--- config.mk ---
export PLATFORM = sky130hd
export DESIGN_NAME = bus_use_arbiter
export DESIGN_NICKNAME = d
export VERILOG_FILES = /design/src/rtl/bua_pkg.sv /design/src/rtl/bua_hold_window.sv /design/src/rtl/bua_prio_pick.sv /design/src/rtl/bua_bus_fsm.sv /design/src/rtl/bus_use_arbiter.sv
export SDC_FILE = /design/constraint.sdc
export NUM_CORES = 1
export LEC_CHECK = 0
export BUFFER_PORTS_ARGS = -buffer_cell sky130_fd_sc_hd__buf_2
export CORE_UTILIZATION = 53
export DETAILED_ROUTE_END_ITERATION = 10
export GPL_TIMING_DRIVEN = 0
export PLACE_DENSITY_LB_ADDON = 0.05
export SYNTH_ARGS = -nofsm -noshare
export SYNTH_HDL_FRONTEND = slang
export SYNTH_SLANG_ARGS = --single-unit
--- constraint.sdc ---
create_clock -name clk -period 2.6 [get_ports clk]
set_input_delay 0.26 -clock clk [delete_from_list [all_inputs] [get_ports clk]]
set_output_delay 0.26 -clock clk [all_outputs]
set_load 0.01 [all_outputs]
--- src/rtl/bua_pkg.sv ---
package bua_pkg;
  typedef enum logic [1:0] {
    BS_IDLE = 2'b00,
    BS_OWN  = 2'b01,
    BS_HOLD = 2'b10
  } bus_state_e;

  localparam int NLVL    = 7;
  localparam int NGNT    = 6;
  localparam int LV_LOCK = 0;
  localparam int LV_SPLT = 1;
  localparam int LV_CNXT = 2;
  localparam int LV_HOLD = 3;
  localparam int LV_CFST = 4;
  localparam int LV_EXEC = 5;
  localparam int LV_FTCH = 6;

  localparam int G_LOCK  = 0;
  localparam int G_SPLT  = 1;
endpackage

--- src/rtl/bua_hold_window.sv ---
module bua_hold_window #(
  parameter int LIMIT = 34,
  localparam int W    = $clog2(LIMIT + 1)
) (
  input  logic clk,
  input  logic rst_n,
  output logic open_o
);
  logic [W-1:0] cnt_q, cnt_n;
  logic         cnt_en;

  assign cnt_en = (cnt_q != W'(LIMIT));

  always_comb begin
    cnt_n = cnt_q + W'(1);
  end

  always_ff @(posedge clk or negedge rst_n) begin
    if (!rst_n)      cnt_q <= '0;
    else if (cnt_en) cnt_q <= cnt_n;
  end

  assign open_o = ~cnt_en;

  a_r6_saturate: assert property (@(posedge clk) disable iff (!rst_n)
    open_o |=> open_o);
endmodule

--- src/rtl/bua_prio_pick.sv ---
module bua_prio_pick #(
  parameter int N = 7
) (
  input  logic [N-1:0] req_i,
  output logic [N-1:0] pick_o
);
  logic [N-1:0] above;

  assign above[0] = 1'b0;
  genvar i;
  generate
    for (i = 1; i < N; i++) begin : g_chain
      assign above[i] = above[i-1] | req_i[i-1];
    end
    for (i = 0; i < N; i++) begin : g_pick
      assign pick_o[i] = req_i[i] & ~above[i];
    end
  endgenerate

  always_comb begin
    a_r2_pick_onehot: assert ($onehot0(pick_o));
    a_r2_pick_any: assert ((|pick_o) == (|req_i));
  end
endmodule

--- src/rtl/bua_bus_fsm.sv ---
module bua_bus_fsm
  import bua_pkg::*;
(
  input  logic            clk,
  input  logic            rst_n,
  input  logic            cycle_done,
  input  logic            hold_req,
  input  logic            keep_lock,
  input  logic            keep_split,
  input  logic [NLVL-1:0] pick,
  output logic [NGNT-1:0] grant,
  output bus_state_e      state,
  output logic            hold_ack
);
  bus_state_e      st_q, st_n;
  logic [NGNT-1:0] gnt_q, gnt_n, gnt_pick;
  logic            ack_q;
  logic            boundary, sticky;

  genvar g;
  generate
    for (g = 0; g < NGNT; g++) begin : g_map
      localparam int LV = (g < LV_HOLD) ? g : g + 1;
      assign gnt_pick[g] = pick[LV];
    end
  endgenerate

  assign sticky   = (gnt_q[G_LOCK] & keep_lock) | (gnt_q[G_SPLT] & keep_split);
  assign boundary = (st_q == BS_IDLE) || (st_q == BS_HOLD) ||
                    ((st_q == BS_OWN) && cycle_done && !sticky);

  always_comb begin
    st_n  = st_q;
    gnt_n = gnt_q;
    unique case (st_q)
      BS_HOLD: begin
        if (!hold_req) st_n = BS_IDLE;
        gnt_n = '0;
      end
      default: begin
        if (pick[LV_HOLD]) begin
          st_n  = BS_HOLD;
          gnt_n = '0;
        end else if (|gnt_pick) begin
          st_n  = BS_OWN;
          gnt_n = gnt_pick;
        end else begin
          st_n  = BS_IDLE;
          gnt_n = '0;
        end
      end
    endcase
  end

  always_ff @(posedge clk or negedge rst_n) begin
    if (!rst_n) begin
      st_q  <= BS_IDLE;
      gnt_q <= '0;
    end else if (boundary) begin
      st_q  <= st_n;
      gnt_q <= gnt_n;
    end
  end

  always_ff @(posedge clk or negedge rst_n) begin
    if (!rst_n) ack_q <= 1'b0;
    else        ack_q <= (st_q == BS_HOLD);
  end

  assign grant    = gnt_q;
  assign state    = st_q;
  assign hold_ack = ack_q;

  a_r1_onehot: assert property (@(posedge clk) disable iff (!rst_n)
    $onehot0(grant));
  a_r1_no_preempt: assert property (@(posedge clk) disable iff (!rst_n)
    (st_q == BS_OWN && !cycle_done) |=> ($stable(grant) && st_q == BS_OWN));
  a_r4_hold_no_grant: assert property (@(posedge clk) disable iff (!rst_n)
    (st_q == BS_HOLD) |-> (grant == '0));
  a_r7_ack_follows: assert property (@(posedge clk) disable iff (!rst_n)
    (st_q == BS_HOLD) |=> hold_ack);
  a_r7_idle_after_hold: assert property (@(posedge clk) disable iff (!rst_n)
    (st_q == BS_HOLD && !hold_req) |=> (st_q == BS_IDLE && grant == '0));
  a_r8_keep_lock: assert property (@(posedge clk) disable iff (!rst_n)
    (st_q == BS_OWN && grant[G_LOCK] && keep_lock) |=> grant[G_LOCK]);
  a_r8_keep_split: assert property (@(posedge clk) disable iff (!rst_n)
    (st_q == BS_OWN && grant[G_SPLT] && keep_split) |=> grant[G_SPLT]);
endmodule

--- src/rtl/bus_use_arbiter.sv ---
module bus_use_arbiter
  import bua_pkg::*;
#(
  parameter int HOLD_BLOCK = 34
) (
  input  logic       clk,
  input  logic       rst_n,
  input  logic       cycle_done,
  input  logic       req_lock,
  input  logic       req_split,
  input  logic       req_cop_next,
  input  logic       hold_req,
  input  logic       req_cop_first,
  input  logic       req_exec,
  input  logic       req_fetch,
  output logic [5:0] grant,
  output logic [1:0] bus_state,
  output logic       hold_ack,
  output logic       float_addr,
  output logic       float_cyc
);
  logic            win_open;
  logic [NLVL-1:0] req_vec, pick;
  bus_state_e      st;

  bua_hold_window #(.LIMIT(HOLD_BLOCK)) u_win (
    .clk(clk), .rst_n(rst_n), .open_o(win_open)
  );

  always_comb begin
    req_vec          = '0;
    req_vec[LV_LOCK] = req_lock;
    req_vec[LV_SPLT] = req_split;
    req_vec[LV_CNXT] = req_cop_next;
    req_vec[LV_HOLD] = hold_req & win_open;
    req_vec[LV_CFST] = req_cop_first;
    req_vec[LV_EXEC] = req_exec;
    req_vec[LV_FTCH] = req_fetch;
  end

  bua_prio_pick #(.N(NLVL)) u_pick (.req_i(req_vec), .pick_o(pick));

  bua_bus_fsm u_fsm (
    .clk(clk), .rst_n(rst_n), .cycle_done(cycle_done), .hold_req(hold_req),
    .keep_lock(req_lock), .keep_split(req_split), .pick(pick),
    .grant(grant), .state(st), .hold_ack(hold_ack)
  );

  assign bus_state  = st;
  assign float_addr = (st == BS_HOLD) | hold_ack;
  assign float_cyc  = (st == BS_HOLD) | hold_ack;

  a_r5_float_hold: assert property (@(posedge clk) disable iff (!rst_n)
    (bus_state == 2'b10) |-> (float_addr && float_cyc));
  a_r6_window: assert property (@(posedge clk) disable iff (!rst_n)
    (!win_open && bus_state != 2'b10) |=> (bus_state != 2'b10));
  a_r3_fetch_alone: assert property (@(posedge clk) disable iff (!rst_n)
    (bus_state != 2'b01 && req_fetch && (req_lock || req_split || req_cop_next ||
     req_cop_first || req_exec)) |=> !grant[5]);
endmodule

; Yosys cells after proc, flatten, opt, wreduce, memory -nomap -nowiden
; Index checks and enable logic that the tools add are counted.
[classes]
mux = 7
reduce_logical = 8
eq_ne = 4
n_bitwise = 23
addsub = 1
[ops]
columns = op, count
row1 = 6-bit 2-to-1 mux, 3
row2 = 1-bit AND, 9
row3 = 1-bit NOT, 7
row4 = 1-bit OR, 7
row5 = 6-bit by 1-bit adder with 6-bit output (second input constant), 1
row6 = 2-bit 2-to-1 mux, 3
row7 = 6-bit != test (second input constant), 1
row8 = 6-bit OR reduction, 1
row9 = 2-bit by 1-bit equality test with 1-bit output (second input constant), 1
row10 = 2-bit equality test (second input constant), 1
row11 = 1-bit logical AND, 2
row12 = 2-bit logical NOT, 1
row13 = 1-bit logical OR, 2
row14 = 2-bit != test (second input constant), 1
row15 = 2-bit AND reduction, 1
row16 = 1-bit logical NOT, 1
row17 = 1-bit 2-to-1 mux, 1
[totals]
reg_bits = 15
out_inout_bits = 11
input_bits = 10

; Longest topological paths before layout
[depth]
ltp_word = 12
depth_mapped = 5
depth_no_buf = 5

; Cells and area by module
; From an unflattened synthesis, not the netlist that was laid out.
[hier_totals]
cells_unflattened = 68
area_unflattened_um2 = 797.0
[by_module_without_submodules]
columns = mod, cells_each, area_each_um2, instances, seq_area_each_um2
row1 = bua_bus_fsm, 31, 420.4, 1, 225.2
row2 = bua_hold_window, 24, 280.3, 1, 150.1
row3 = bua_prio_pick, 9, 71.3, 1, 0.0
row4 = bus_use_arbiter, 4, 25.0, 1, 0.0

; Worst setup path before layout
; Ideal clock, no wire load.
[synth_timing]
path_type = register to register
startpoint = register u_win.cnt_q[0]
endpoint = register u_fsm.st_q[0] (netlist: u_fsm.state[0])
t_required_ns = 2.480
stages_incl_launch_ff = 6
arrival_time_ns = 1.369
path_buffers = 0
setup_ns = 0.120
path_slack_ns = 1.111
period_less_slack_ns = 1.489
path_cell_list = dfrtp_1 -> inv_1 -> ha_1 -> nor4b_1 -> nand4_1 -> a31o_2
[synth_between]
elab_chain_len = 12
[synth_rtl]
columns = item, line
row1 = start: declaration, bua_hold_window.sv:9  ; logic [W-1:0] cnt_q, cnt_n;
row2 = start signal: assignment, bua_hold_window.sv:20  ; else if (cnt_en) cnt_q <= cnt_n;
row3 = 6-bit != test *, bua_hold_window.sv:12  ; assign cnt_en = (cnt_q != W'(LIMIT));
row4 = 1-bit NOT *, bua_hold_window.sv:23  ; assign open_o = ~cnt_en;
row5 = 1-bit AND *, bus_use_arbiter.sv:35  ; req_vec[LV_HOLD] = hold_req & win_open;
row6 = 1-bit OR (3 in series), bua_prio_pick.sv:13  ; assign above[i] = above[i-1] | req_i[i-1];
row7 = 1-bit NOT, bua_prio_pick.sv:16  ; assign pick_o[i] = req_i[i] & ~above[i];
row8 = 1-bit AND, bua_prio_pick.sv:16
row9 = 6-bit OR reduction, bua_bus_fsm.sv:44  ; end else if (|gnt_pick) begin
row10 = 1-bit 2-to-1 mux, bua_bus_fsm.sv:44
row11 = 2-bit 2-to-1 mux *, bua_bus_fsm.sv:41  ; if (pick[LV_HOLD]) begin
row12 = 2-bit 2-to-1 mux *, bua_bus_fsm.sv:35  ; unique case (st_q)
row13 = end signal: assignment, bua_bus_fsm.sv:60  ; st_q <= st_n;
row14 = end: declaration, bua_bus_fsm.sv:15  ; bus_state_e st_q, st_n;
; Mark *: on every way between the ends. The rest lies on a longest branch, timed or not.
; A chain may end at the register's enable or synchronous reset.

; Worst setup path after layout
; Same ends and word-level chain as after synthesis.

==> impl_metrics.py <==
metrics = {
    "yosys": {
        "ys_ff_latch": 15,
        "syn_area_um2": 749,
        "syn_area_per_cell_um2": 10.7,
        "synth_top_flop_cell": "dfrtp_1",
        "netlist_instances": 70,
        "synth_top_area_share_pct": 50.1,
        "ys_types": 28,
        "yosys.area.top_type": "dfrtp_1",
        "synth_compound_area_share_pct": 15.0,
        "ys_async_sr_fraction_pct": 100,
        "seq_area_frac_synth_pct": 50.1,
        "yosysMostFrequentCell": "dfrtp_1",
        "syn_nets": 82,
        "synth-edff-count": 0,
        "netlist_top_cells_area": "dfrtp_1 (50%), xnor2_1 (5.8%), o311ai_0 (3.5%)",
        "synth_warnings": 0,
        "synth_top_cells_by_count": "dfrtp_1 (15), inv_1 (6), nand3_1 (5), xnor2_1 (5)",
        "synth_simple_gate_area_share_pct": 16.4,
        "synthAdderAreaFrac_pct": 3.34,
        "synth_top_family_by_area": "simple AND/OR/NAND/NOR gates",
        "synth_mux_area_share_pct": 4.17,
        "synth-xor-area-share_pct": 5.84,
    },
    "clock_tree": {
        "cts_buffer_depth": 2,
        "clock-root-buffer": "clkbuf_4",
        "htreeDepth": 1,
        "cts_setup_buffers": 0,
        "cts_buffers": 3,
        "cts_tree": "yes",
        "clkLatencyLatePin_ns": 0.28,
        "clk_pin_slew_ns": 0.09,
        "clkSinkCount": 15,
    },
    "worst_setup_path": {
        "end_kind": "register",
        "start_kind": "register",
        "criticalPathCategory": "register to register",
        "critPathMaxFanout": 4,
        "required_ns": 2.78,
        "crit_arrival_ns": 1.96,
    },
    "global_routing": {
        "grt_use_total_pct": 21.4,
        "grt_pass1_wl_um": 2180,
        "antenna_found_initial": 0,
        "grt_overflow": 0,
        "grt_pass1_vias": 532,
        "grt_max_degree": 16,
    },
    "place": {
        "port_buffers": 20,
        "gp_congestion": 0.717,
        "dpl.hpwl_um": 1100,
        "place_area_um2": 868,
    },
    "floorplan": {
        "die_w_um": 39.6,
        "initial_core_util_pct": 57.6,
        "die_h_um": 39.6,
        "ios": 21,
        "core_area_um2": 1300,
        "dieArea_um2": 1570,
        "rows": 13,
    },
    "power": {
        "vdd_drop_max_mv": 0.409,
        "power.switching_uw": 166,
        "leakage_nw": 0.455,
        "p_per_area_nw_per_um2": 595,
        "seqPwrFrac_pct": 50.2,
        "p_int_uw": 372,
        "pwr-share-comb_pct": 25.1,
        "p_total_uw": 538,
        "clkPwrFrac_pct": 24.7,
        "p_sw_share_pct": 30.9,
    },
    "drt": {
        "drt-initial-drc-count": 19,
        "dr.pass1.iters": 4,
        "post-route-drc-count": 0,
        "vias": 619,
        "wl_um": 1490,
        "viasPerCell": 5.63,
        "antenna_left": 0,
        "wl_per_cell_um": 13.5,
    },
    "timing": {
        "setup_viol": 0,
        "fmax_mhz": 561,
        "tns_ns": 0,
        "fin_crit_sh_pct": 68.6,
        "rsz0062_at_grt": "false",
        "tightest_slew_ns": 0.678,
        "period_minus_slack_ns": 1.78,
        "hold_viol_final": 0,
        "maxSlewViolCount": 0,
        "relSlewSlack_pct": 54.2,
        "holdWs_ns": 0.262,
        "fin_skew_ns": 0.00328,
    },
    "final_layout": {
        "synthToLayoutAreaGrowth_pct": 20.7,
        "num-fill-cells": 99,
        "drive_gt1_share_pct": 27.4,
        "n_antenna_cell": 0,
        "layout.nets": 108,
        "final_area_um2": 905,
    },
    "run_status": {
        "status": "finished clean",
    },
    "worst_hold_path": {
        "min_path_type": "input pin to register",
    },
    "flow_run": {
        "maxCapViolCount": 0,
    },
}
-- final timing paths --
check	slack, ns	start	endpoint	cells after the start
max	0.82	u_win.cnt_q[0]	u_fsm.state[0]	5
max in group asynchronous	1.93	rst_n	u_fsm.grant[1]	2
max reg2reg	0.82	u_win.cnt_q[0]	u_fsm.state[0]	5
min reg2reg	0.50	u_win.cnt_q[4]	u_win.cnt_q[4]	1
min	0.26	hold_req	u_fsm.state[1]	3
min in group asynchronous	0.41	rst_n	u_fsm.state[1]	2
-- routing by layer --
layer	vias up	GRT usage, %	share of wire (%)	wire [um]
met4	0	10.3	0.94	14
li1	308	-	-	-
met3	2	5.11	3.2	47
met1	297	25.7	44	658
met5	-	0	0	0
met2	12	35.2	52	766
-- registers in the layout, indices dropped and copies added (netlist names) --
signal,cells
u_win.cnt_q,6
u_fsm.hold_ack,1
u_fsm.grant,6
u_fsm.state,2
-- timing repair --
action / CTS / global route
endpoints found under the hold margin: 15 / 0
hold buffers: 1 / 0
resized for setup: 0 / 0
-- cells by family (layout without fill, tap and decap cells) --
group | count (synthesis) | count (layout)
fa+ha+maj | 2 | 2
buf+inv | 9 | 34
compound gates | 15 | 15
flops | 15 | 15
xor+xnor | 5 | 5
simple gates | 21 | 21
mux | 3 | 3
-- critical path, stage by stage, from the launching register on --
cell     delay, ns
dfrtp_1       0.42
inv_1         0.11
ha_1          0.16
nor4b_1       0.57
nand4_1       0.20
a31o_2        0.24
-- stage by stage --
| stage | setup WS, ns | instances | util (%) |
|---|---|---|---|
| after detailed placement | 0.862 | 105 | 66.7 |
| after CTS | 0.842 | 110 | 69.5 |
| after floorplan | 1.11 | 70 | - |
| after global placement | 0.942 | 105 | 66.7 |
| final | 0.818 | 110 | 69.5 |
| after global routing | 0.668 | 110 | 69.5 |
-- power groups by stage --
stage                     Combinational, mW  Clock, mW  Sequential (mW)
final                                 0.135      0.133            0.270
after global routing                  0.150      0.148            0.274
after CTS                             0.136      0.137            0.270
after detailed placement              0.135          0            0.275
after global placement                0.130          0            0.273
after floorplan                      0.0667          0            0.286
-- cell usage in the layout (no fill, tap or decap), types with 2 or more instances in the layout --
cell / netlist / final
dfrtp_1: 15 / 15
nand2_1: 3 / 3
nand4_1: 2 / 2
ha_1: 2 / 2
nand2b_1: 2 / 2
clkbuf_4: 0 / 3
buf_2: 1 / 21
o311ai_0: 3 / 3
nor4b_1: 2 / 2
xnor2_1: 5 / 5
inv_1: 6 / 6
and3_1: 2 / 2
nor3_1: 2 / 2
o31ai_1: 3 / 3
nand3_1: 5 / 5
mux2i_1: 2 / 2
o21ai_0: 3 / 3
clkbuf_1: 1 / 2
-- area by class of cell --
type                    instances  area, um2  share of cell area (%)
plain buffers                   3       16.3                    1.80
clock buffers                   4       26.3                    2.90
inverters                       6       22.5                    2.49
multi-input cells              46        335                    37.1
flip-flops and latches         15        375                    41.5
well taps                      15       18.8                    2.07
repair buffers                 21        110                    12.2
Note: power is estimated with default switching activity, not from simulation.
